File: config.mk
export PLATFORM = sky130hd
export DESIGN_NAME = stereo_deframer
export DESIGN_NICKNAME = d
export VERILOG_FILES = /design/src/rtl/deframer_pkg.sv /design/src/rtl/deframer_ctrl.sv /design/src/rtl/deframer_shift.sv /design/src/rtl/deframer_out.sv /design/src/rtl/stereo_deframer.sv
export SDC_FILE = /design/constraint.sdc
export NUM_CORES = 1
export LEC_CHECK = 0
export BUFFER_PORTS_ARGS = -buffer_cell sky130_fd_sc_hd__buf_2
export CAP_MARGIN = 10
export CORE_MARGIN = 4
export CORE_UTILIZATION = 60
export CTS_CLUSTER_DIAMETER = 80
export CTS_CLUSTER_SIZE = 10
export DETAILED_ROUTE_END_ITERATION = 12
export PLACE_DENSITY_LB_ADDON = 0.25
export SETUP_SLACK_MARGIN = 0.02
export SYNTH_ARGS = -nofsm -noshare
export SYNTH_HDL_FRONTEND = slang
export SYNTH_SLANG_ARGS = --single-unit
File: constraint.sdc
create_clock -name clk -period 2.8 [get_ports clk]
set_input_delay 0.28 -clock clk [delete_from_list [all_inputs] [get_ports clk]]
set_output_delay 0.28 -clock clk [all_outputs]
set_load 0.005 [all_outputs]
File: src/rtl/deframer_pkg.sv
package deframer_pkg;
  typedef enum logic {
    ST_HUNT    = 1'b0,
    ST_COLLECT = 1'b1
  } hunt_state_e;
endpackage

File: src/rtl/deframer_ctrl.sv
module deframer_ctrl
  import deframer_pkg::*;
#(
  parameter int PIX_W = 8
) (
  input  logic clk,
  input  logic rst,
  input  logic ser_in,
  output logic shift_en,
  output logic done_good,
  output logic done_bad
);
  localparam int PKT_LEN = 2 * PIX_W + 2;
  localparam int CW = $clog2(PKT_LEN);
  localparam logic [CW-1:0] LAST = CW'(PKT_LEN - 1);

  hunt_state_e state;
  logic [CW-1:0] cnt;
  logic at_stop;

  assign at_stop   = (state == ST_COLLECT) && (cnt == LAST);
  assign shift_en  = (state == ST_COLLECT) && (cnt != LAST);
  assign done_good = at_stop && !ser_in;
  assign done_bad  = at_stop && ser_in;

  always_ff @(posedge clk) begin
    if (rst) begin
      state <= ST_HUNT;
      cnt   <= '0;
    end else begin
      unique case (state)
        ST_HUNT: begin
          if (ser_in) begin
            state <= ST_COLLECT;
            cnt   <= CW'(1);
          end
        end
        ST_COLLECT: begin
          if (cnt == LAST) begin
            state <= ST_HUNT;
            cnt   <= '0;
          end else begin
            cnt <= cnt + CW'(1);
          end
        end
        default: state <= ST_HUNT;
      endcase
    end
  end

  // the bit index never goes past the stop position
  a_r3_cnt_range: assert property (@(posedge clk) disable iff (rst)
    cnt <= LAST);
  // after a stop sample the receiver is back to hunting
  a_r8_rehunt: assert property (@(posedge clk) disable iff (rst)
    at_stop |=> (state == ST_HUNT));
  // a zero seen while hunting keeps the receiver hunting
  a_r2_idle_stays: assert property (@(posedge clk) disable iff (rst)
    (state == ST_HUNT && !ser_in) |=> (state == ST_HUNT));
endmodule

File: src/rtl/deframer_shift.sv
module deframer_shift #(
  parameter int PIX_W = 8
) (
  input  logic             clk,
  input  logic             rst,
  input  logic             en,
  input  logic             ser_in,
  output logic [PIX_W-1:0] lo_byte,
  output logic [PIX_W-1:0] hi_byte
);
  localparam int W = 2 * PIX_W;

  logic [W-1:0] sr;

  // new bits enter at the top, so the first payload bit ends at index 0
  always_ff @(posedge clk) begin
    if (rst) sr <= '0;
    else if (en) sr <= {ser_in, sr[W-1:1]};
  end

  assign lo_byte = sr[PIX_W-1:0];
  assign hi_byte = sr[W-1:PIX_W];

  // the register moves only while payload bits are arriving
  a_r4_shift_hold: assert property (@(posedge clk) disable iff (rst)
    !$past(en) |-> $stable(sr));
endmodule

File: src/rtl/deframer_out.sv
module deframer_out #(
  parameter int PIX_W = 8
) (
  input  logic             clk,
  input  logic             rst,
  input  logic             good,
  input  logic             bad,
  input  logic [PIX_W-1:0] lo_byte,
  input  logic [PIX_W-1:0] hi_byte,
  output logic [PIX_W-1:0] master,
  output logic [PIX_W-1:0] slave,
  output logic             valid,
  output logic             err
);
  always_ff @(posedge clk) begin
    if (rst) begin
      master <= '0;
      slave  <= '0;
      valid  <= 1'b0;
      err    <= 1'b0;
    end else begin
      valid <= good;
      err   <= bad;
      if (good) begin
        master <= lo_byte;
        slave  <= hi_byte;
      end
    end
  end

  // a framing fault leaves the pixel bytes untouched
  a_r7_err_hold: assert property (@(posedge clk) disable iff (rst)
    err |-> ($stable(master) && $stable(slave)));
  // the strobe lasts a single cycle
  a_r6_one_cycle: assert property (@(posedge clk) disable iff (rst)
    valid |=> !valid);
  // the error pulse lasts a single cycle
  a_r7_one_cycle: assert property (@(posedge clk) disable iff (rst)
    err |=> !err);
endmodule

File: src/rtl/stereo_deframer.sv
module stereo_deframer #(
  parameter int PIX_W = 8
) (
  input  logic             clk,
  input  logic             rst,
  input  logic             ser_in,
  output logic [PIX_W-1:0] pix_master,
  output logic [PIX_W-1:0] pix_slave,
  output logic             pix_valid,
  output logic             frame_err
);
  logic shift_en, done_good, done_bad;
  logic [PIX_W-1:0] lo_byte, hi_byte;

  deframer_ctrl #(.PIX_W(PIX_W)) u_ctrl (
    .clk(clk), .rst(rst), .ser_in(ser_in),
    .shift_en(shift_en), .done_good(done_good), .done_bad(done_bad)
  );

  deframer_shift #(.PIX_W(PIX_W)) u_shift (
    .clk(clk), .rst(rst), .en(shift_en), .ser_in(ser_in),
    .lo_byte(lo_byte), .hi_byte(hi_byte)
  );

  deframer_out #(.PIX_W(PIX_W)) u_out (
    .clk(clk), .rst(rst), .good(done_good), .bad(done_bad),
    .lo_byte(lo_byte), .hi_byte(hi_byte),
    .master(pix_master), .slave(pix_slave),
    .valid(pix_valid), .err(frame_err)
  );

  // strobe and error pulse never coincide
  a_r9_exclusive: assert property (@(posedge clk) disable iff (rst)
    !(pix_valid && frame_err));
  // reset clears both pulses
  a_r1_reset_quiet: assert property (@(posedge clk)
    rst |=> (!pix_valid && !frame_err));
endmodule

==> impl_metrics.tcl, run 1 <==
set metrics [dict create \
    cts-hold-fix-buffers 0 \
    coreArea_mm2 0.002522 \
    layout.nets 173 \
    gp_congestion 0.7669 \
    placed_area_mm2 0.001703 \
    required_ps 3060 \
    ys_types 29 \
    total_leakage_power_nw 0.7972 \
    rows 18 \
    grt_max_degree 43 \
    grt_use_met3_pct 4.536 \
    area_growth_syn_to_layout_pct 10.40 \
    dp.cells 191 \
    stdcell_count 199 \
    yosysWarningCount 0 \
    ant_nets 0 \
    finalCriticalPeriod_ps 1731 \
    drive_gt1_share_pct 18.34 \
    crit_arrival_ps 1990 \
    clock_skew_ps 11.80 \
    synth_top_area_share_pct 49.69 \
    slew-limit-headroom_pct 64.78 \
    dr.pass1.iters 4 \
    switching_power_w 0.0002037 \
    yosysTopAreaCell "dfxtp_1" \
    grt_usage_pct 17.22 \
    wire_per_inst_um 13.10 \
    power_density_mw_per_mm2 554.4 \
    p_clk_share_pct 36.5 \
    path_max_fanout 15 \
    path_buf_inv 0 \
    grt_pass1_wl_um 4692 \
    worst_slew_pin_slew_ps 528.3 \
    hold_viol_final 0 \
    finalMaxSlewViolations 0 \
    p_sw_share_pct 20.65 \
    final.setup.tns_ps 0 \
    peakVddDrop_v 0.0005225 \
    routed_wirelength_um 2606 \
    path_cells "ha_1 -> nand4bb_1 -> nand2_2 -> mux2i_1" \
    rsz0062_at_grt "no" \
    cts_resized 0 \
    hpwl_um 1826 \
    cpPeakStageDelay_ps 470 \
    cts_max_level 2 \
    grt_pass1_vias 1141 \
    cp-end-kind "flop" \
    setup_viol 0 \
    gr-usage-met2_pct 30.86 \
    cts_root_buffer "clkbuf_4" \
    die_h_um 59.83 \
    initial_core_util_pct 63.89 \
    cts.path.max_buffers 2 \
    synth-edff-count 0 \
    worst_slack_ps 1069 \
    io_buffers 20 \
    netlist_instances 149 \
    synthArstFlopShare_pct 0 \
    worstSkewPairLatency_ps 330 \
    p_int_w 0.0007828 \
    synth_ff_type "dfxtp_1" \
    met1_usage_pct 18.77 \
    max_freq_mhz 577.5 \
    synthTopCellsByArea "dfxtp_1 50%, mux2i_1 19%, nand2b_1 13%" \
    vias 1064 \
    die_w_um 59.83 \
    dp_slack_ps 1056 \
    path_class "flop to flop" \
    power_frac_seq_pct 58.9 \
    overflow 0 \
    final_common_cell "dfxtp_1" \
    fin_crit_sh_pct 61.84 \
    antenna_found_initial 0 \
    cts_made_buffers 5 \
    ys_seq_area_share_pct 49.69 \
    maxCapViolCount 0 \
    start_kind "flop" \
    drc 0 \
    pin_count 21 \
    post_cts_buffers 0 \
    via_per_inst 5.347 \
    power.total_w 0.0009865 \
    stdcell_area_mm2 0.001779 \
    ys_seq_elements 40 \
    outcome "finished, final reports clean" \
    crit_family "simple AND/OR/NAND/NOR gates" \
    p_comb_share_pct 4.6 \
    crit_path_top_delay_cell "nand2_2" \
    cts_sinks 40 \
    syn_nets 154 \
    top_usage_layer "met2" \
    diodes 0 \
    syn_avg_cell_area_um2 10.82 \
    cts_tree "built" \
    die_area_mm2 0.003579 \
    netlist_area_mm2 0.001612 \
    hold_class "primary input to flop" \
    path_clk_slew_ps 110 \
    first_iter_violations 13 \
    final_cell_mix "40 x dfxtp_1, 33 x nand2b_1, 31 x mux2i_1, 20 x buf_2" \
]
-- routing by layer --
metal	vias to the layer above	share of wire [%]
met5	-	0
met2	22	50
li1	546	-
met1	491	44
met3	5	4.3
met4	0	1.3
-- kinds of logic (layout without fill, tap and decap cells) --
| group | after synthesis | after routing | synth area share (%) |
|---|---|---|---|
| AOI/OAI and AO/OA | 8 | 8 | 2.951 |
| adders and majority gates | 2 | 2 | 1.553 |
| buffers and inverters | 10 | 30 | 3.338 |
| DFF | 40 | 40 | 49.69 |
| muxes | 32 | 32 | 19.95 |
| and+or+nand+nor | 57 | 57 | 22.52 |
-- cell usage after synthesis, types with 2 or more instances --
cell       n
o21ai_0    2
mux2i_1   31
ha_1       2
nand2_1    3
buf_6      2
a21oi_1    2
nand4b_1   2
dfxtp_1   40
a31oi_1    2
inv_1      2
or3_1      2
nand3_1    2
nand2b_1  33
nor2_1     5
clkbuf_1   5
-- state kept, by name, summed over array words and instances (netlist names) --
name / cells
u_out.valid: 1
u_ctrl.cnt: 5
u_ctrl.state: 1
u_shift.sr: 16
u_out.slave: 8
u_out.master: 8
u_out.err: 1
-- path summary, 6_finish.rpt --
check,from,endpoint,slack [ps],cells past startpoint
worst min register to register,u_out.slave[1],u_out.slave[1],470,2
worst max-delay path,u_ctrl.cnt[0],u_shift.sr[12],1070,4
worst min-delay path,ser_in,u_out.err,300,2
worst max register to register,u_ctrl.cnt[0],u_shift.sr[12],1070,4
-- power groups by stage --
stage	combinational, W	sequential (W)	clock [W]
floorplan	0.0000407	0.000591	0
global placement	0.0000442	0.000593	0
detailed placement	0.0000465	0.000594	0
CTS	0.0000464	0.000581	0.000369
global route	0.0000504	0.000582	0.000395
finish	0.0000458	0.000581	0.000360
-- through the flow --
step	utilization [%]	hold slack, ps
after CTS	70.54	283.0
after floorplan	-	446.2
after global routing	70.54	286.0
final	70.54	296.9
after detailed placement	67.51	463.7
after global placement	67.51	456.7
-- layout make-up --
type                       instances  area, um^2
inverter                           2       7.507
timing repair buffer              20       100.1
tap                               30       37.54
clock inverter                     2       35.03
sequential                        40       800.8
multi-input combinational         99       757.0
fill                             209       743.2
clock buffer                       6       41.29
Power figures use the tool's default switching activity.
==> inputs of run 2 (changes only) <==
- CORE_UTILIZATION: 60 -> 55
- clock period: 2.8 -> 1.7 ns (I/O delays scaled with it)
==> impl_metrics.tcl, run 2 (synthesized netlist as in run 1, its figures left out) <==
set metrics [dict create \
    outcome "finished, final reports clean" \
    diodes 0 \
    path_buf_inv 1 \
    total_leakage_power_nw 0.8125 \
    required_ps 1960 \
    gp_congestion 0.8228 \
    rsz0062_at_grt "yes" \
    power_density_mw_per_mm2 900.5 \
    path_max_fanout 7 \
    wl_met1_um 1243 \
    first_iter_violations 46 \
    cts_sinks 40 \
    hold_viol_final 0 \
    worst_slack_ps 130.8 \
    cts_resized 0 \
    dr_wl_met3_um 133 \
    wire_per_inst_um 12.71 \
    top_layer "met4" \
    layout.nets 176 \
    coreArea_mm2 0.002781 \
    path_cells "ha_1 -> nand3b_1 -> buf_4 -> nor3_4 -> mux2i_1" \
    die_h_um 62.13 \
    die_w_um 62.13 \
    hpwl_um 1743 \
    cts_root_buffer "clkbuf_4" \
    pin_count 21 \
    switching_power_w 0.0003372 \
    drive_gt1_share_pct 20.35 \
    p_clk_share_pct 36.4 \
    peakVddDrop_v 0.0007704 \
    final_common_cell "dfxtp_1" \
    slew-limit-headroom_pct 63.93 \
    power_frac_seq_pct 58.4 \
    setup_viol 0 \
    cts_max_level 2 \
    cts.path.max_buffers 2 \
    cts_made_buffers 5 \
    hold_class "primary input to flop" \
    cts-hold-fix-buffers 0 \
    grt_pass1_wl_um 4671 \
    largest_reg_flops 16 \
    top_regs "u_shift.sr x16, u_out.master x8, u_out.slave x8" \
    cpPeakStageDelay_ps 410 \
    via_per_inst 5.256 \
    initial_core_util_pct 57.94 \
    worstSkewPairLatency_ps 340 \
    p_int_w 0.001291 \
    fin_crit_sh_pct 92.31 \
    antenna_found_initial 0 \
    fillers 233 \
    crit_family "simple AND/OR/NAND/NOR gates" \
    drc 0 \
    regMostFlops "u_shift.sr" \
    path_clk_slew_ps 100 \
    worst_slew_pin_slew_ps 541.1 \
    routed_wirelength_um 2580 \
    cts_tree "built" \
    area_growth_syn_to_layout_pct 12.19 \
    grt_max_degree 43 \
    crit_arrival_ps 1830 \
    grt_usage_pct 14.98 \
    final_cell_mix "40 x dfxtp_1, 33 x nand2b_1, 31 x mux2i_1, 20 x buf_2" \
    cp-end-kind "flop" \
    io_buffers 20 \
    routed-wl-met2_um 1184 \
    vias 1067 \
    finalCriticalPeriod_ps 1569 \
    dp_slack_ps 96.25 \
    path_class "flop to flop" \
    clock_skew_ps 12.16 \
    p_sw_share_pct 20.71 \
    p_comb_share_pct 5.2 \
    ant_nets 0 \
    max_freq_mhz 637.3 \
    finalMaxSlewViolations 0 \
    maxCapViolCount 0 \
    grt_pass1_vias 1047 \
    overflow 0 \
    final.setup.tns_ps 0 \
    start_kind "flop" \
    rows 19 \
    dr.pass1.iters 4 \
    crit_path_top_delay_cell "dfxtp_1" \
    post_cts_buffers 0 \
    die_area_mm2 0.003860 \
]
==> run 2: worst register-to-register path, cell delays in order (launching register included) <==
cell      delay, ps
dfxtp_1         410
ha_1            200
nand3b_1        110
buf_4           160
nor3_4          370
mux2i_1         250
==> run 2: layer usage <==
layer / track usage (%) / vias to the layer above
li1: - / 555
met1: 17.44 / 487
met2: 24.09 / 23
met3: 6.486 / 2
met4: 5.691 / 0
met5: 0 / -
==> run 2: worst paths after layout <==
| check | startpoint | endpoint | slack, ps | depth (start not counted) |
|---|---|---|---|---|
| worst max-delay path | u_ctrl.cnt[0] | u_out.slave[5] | 130 | 5 |
| worst min-delay path | ser_in | u_out.err | 170 | 2 |
| worst max register to register | u_ctrl.cnt[0] | u_out.slave[5] | 130 | 5 |
| worst min register to register | u_out.slave[1] | u_out.slave[1] | 480 | 2 |
==> run 2: metrics by stage <==
| step | cells | hold slack, ps | utilization (%) | instance area (um^2) | power, W |
|---|---|---|---|---|---|
| 2_1_floorplan | 149 | 336.2 | - | 1612 | 0.001040 |
| 3_3_place_gp | 195 | 454.2 | 62.08 | 1727 | 0.001053 |
| 3_5_place_dp | 195 | 463.7 | 62.08 | 1727 | 0.001057 |
| 4_1_cts | 203 | 154.5 | 64.82 | 1803 | 0.001650 |
| 5_1_grt | 203 | 141.3 | 65.00 | 1808 | 0.001724 |
| 6_report | 203 | 171.6 | 65.00 | 1808 | 0.001628 |
==> run 2: final cells by class <==
class | instances | area (um^2) | area share, %
flip-flops and latches | 40 | 800.8 | 44.29
inverters | 2 | 7.507 | 0.4152
clock inverters | 2 | 35.03 | 1.938
repair buffers | 23 | 122.6 | 6.782
multi-input cells | 99 | 762.0 | 42.15
clock buffers | 6 | 41.29 | 2.284
well taps | 31 | 38.79 | 2.145
==> run 2: power by group through the flow <==
stage                     logic (W)  registers, W  clock network [W]
after floorplan           0.0000670      0.000973                  0
after global placement    0.0000811      0.000972                  0
after detailed placement  0.0000843      0.000973                  0
after CTS                 0.0000846      0.000951           0.000614
after global routing      0.0000929      0.000953           0.000677
final                     0.0000839      0.000951           0.000593
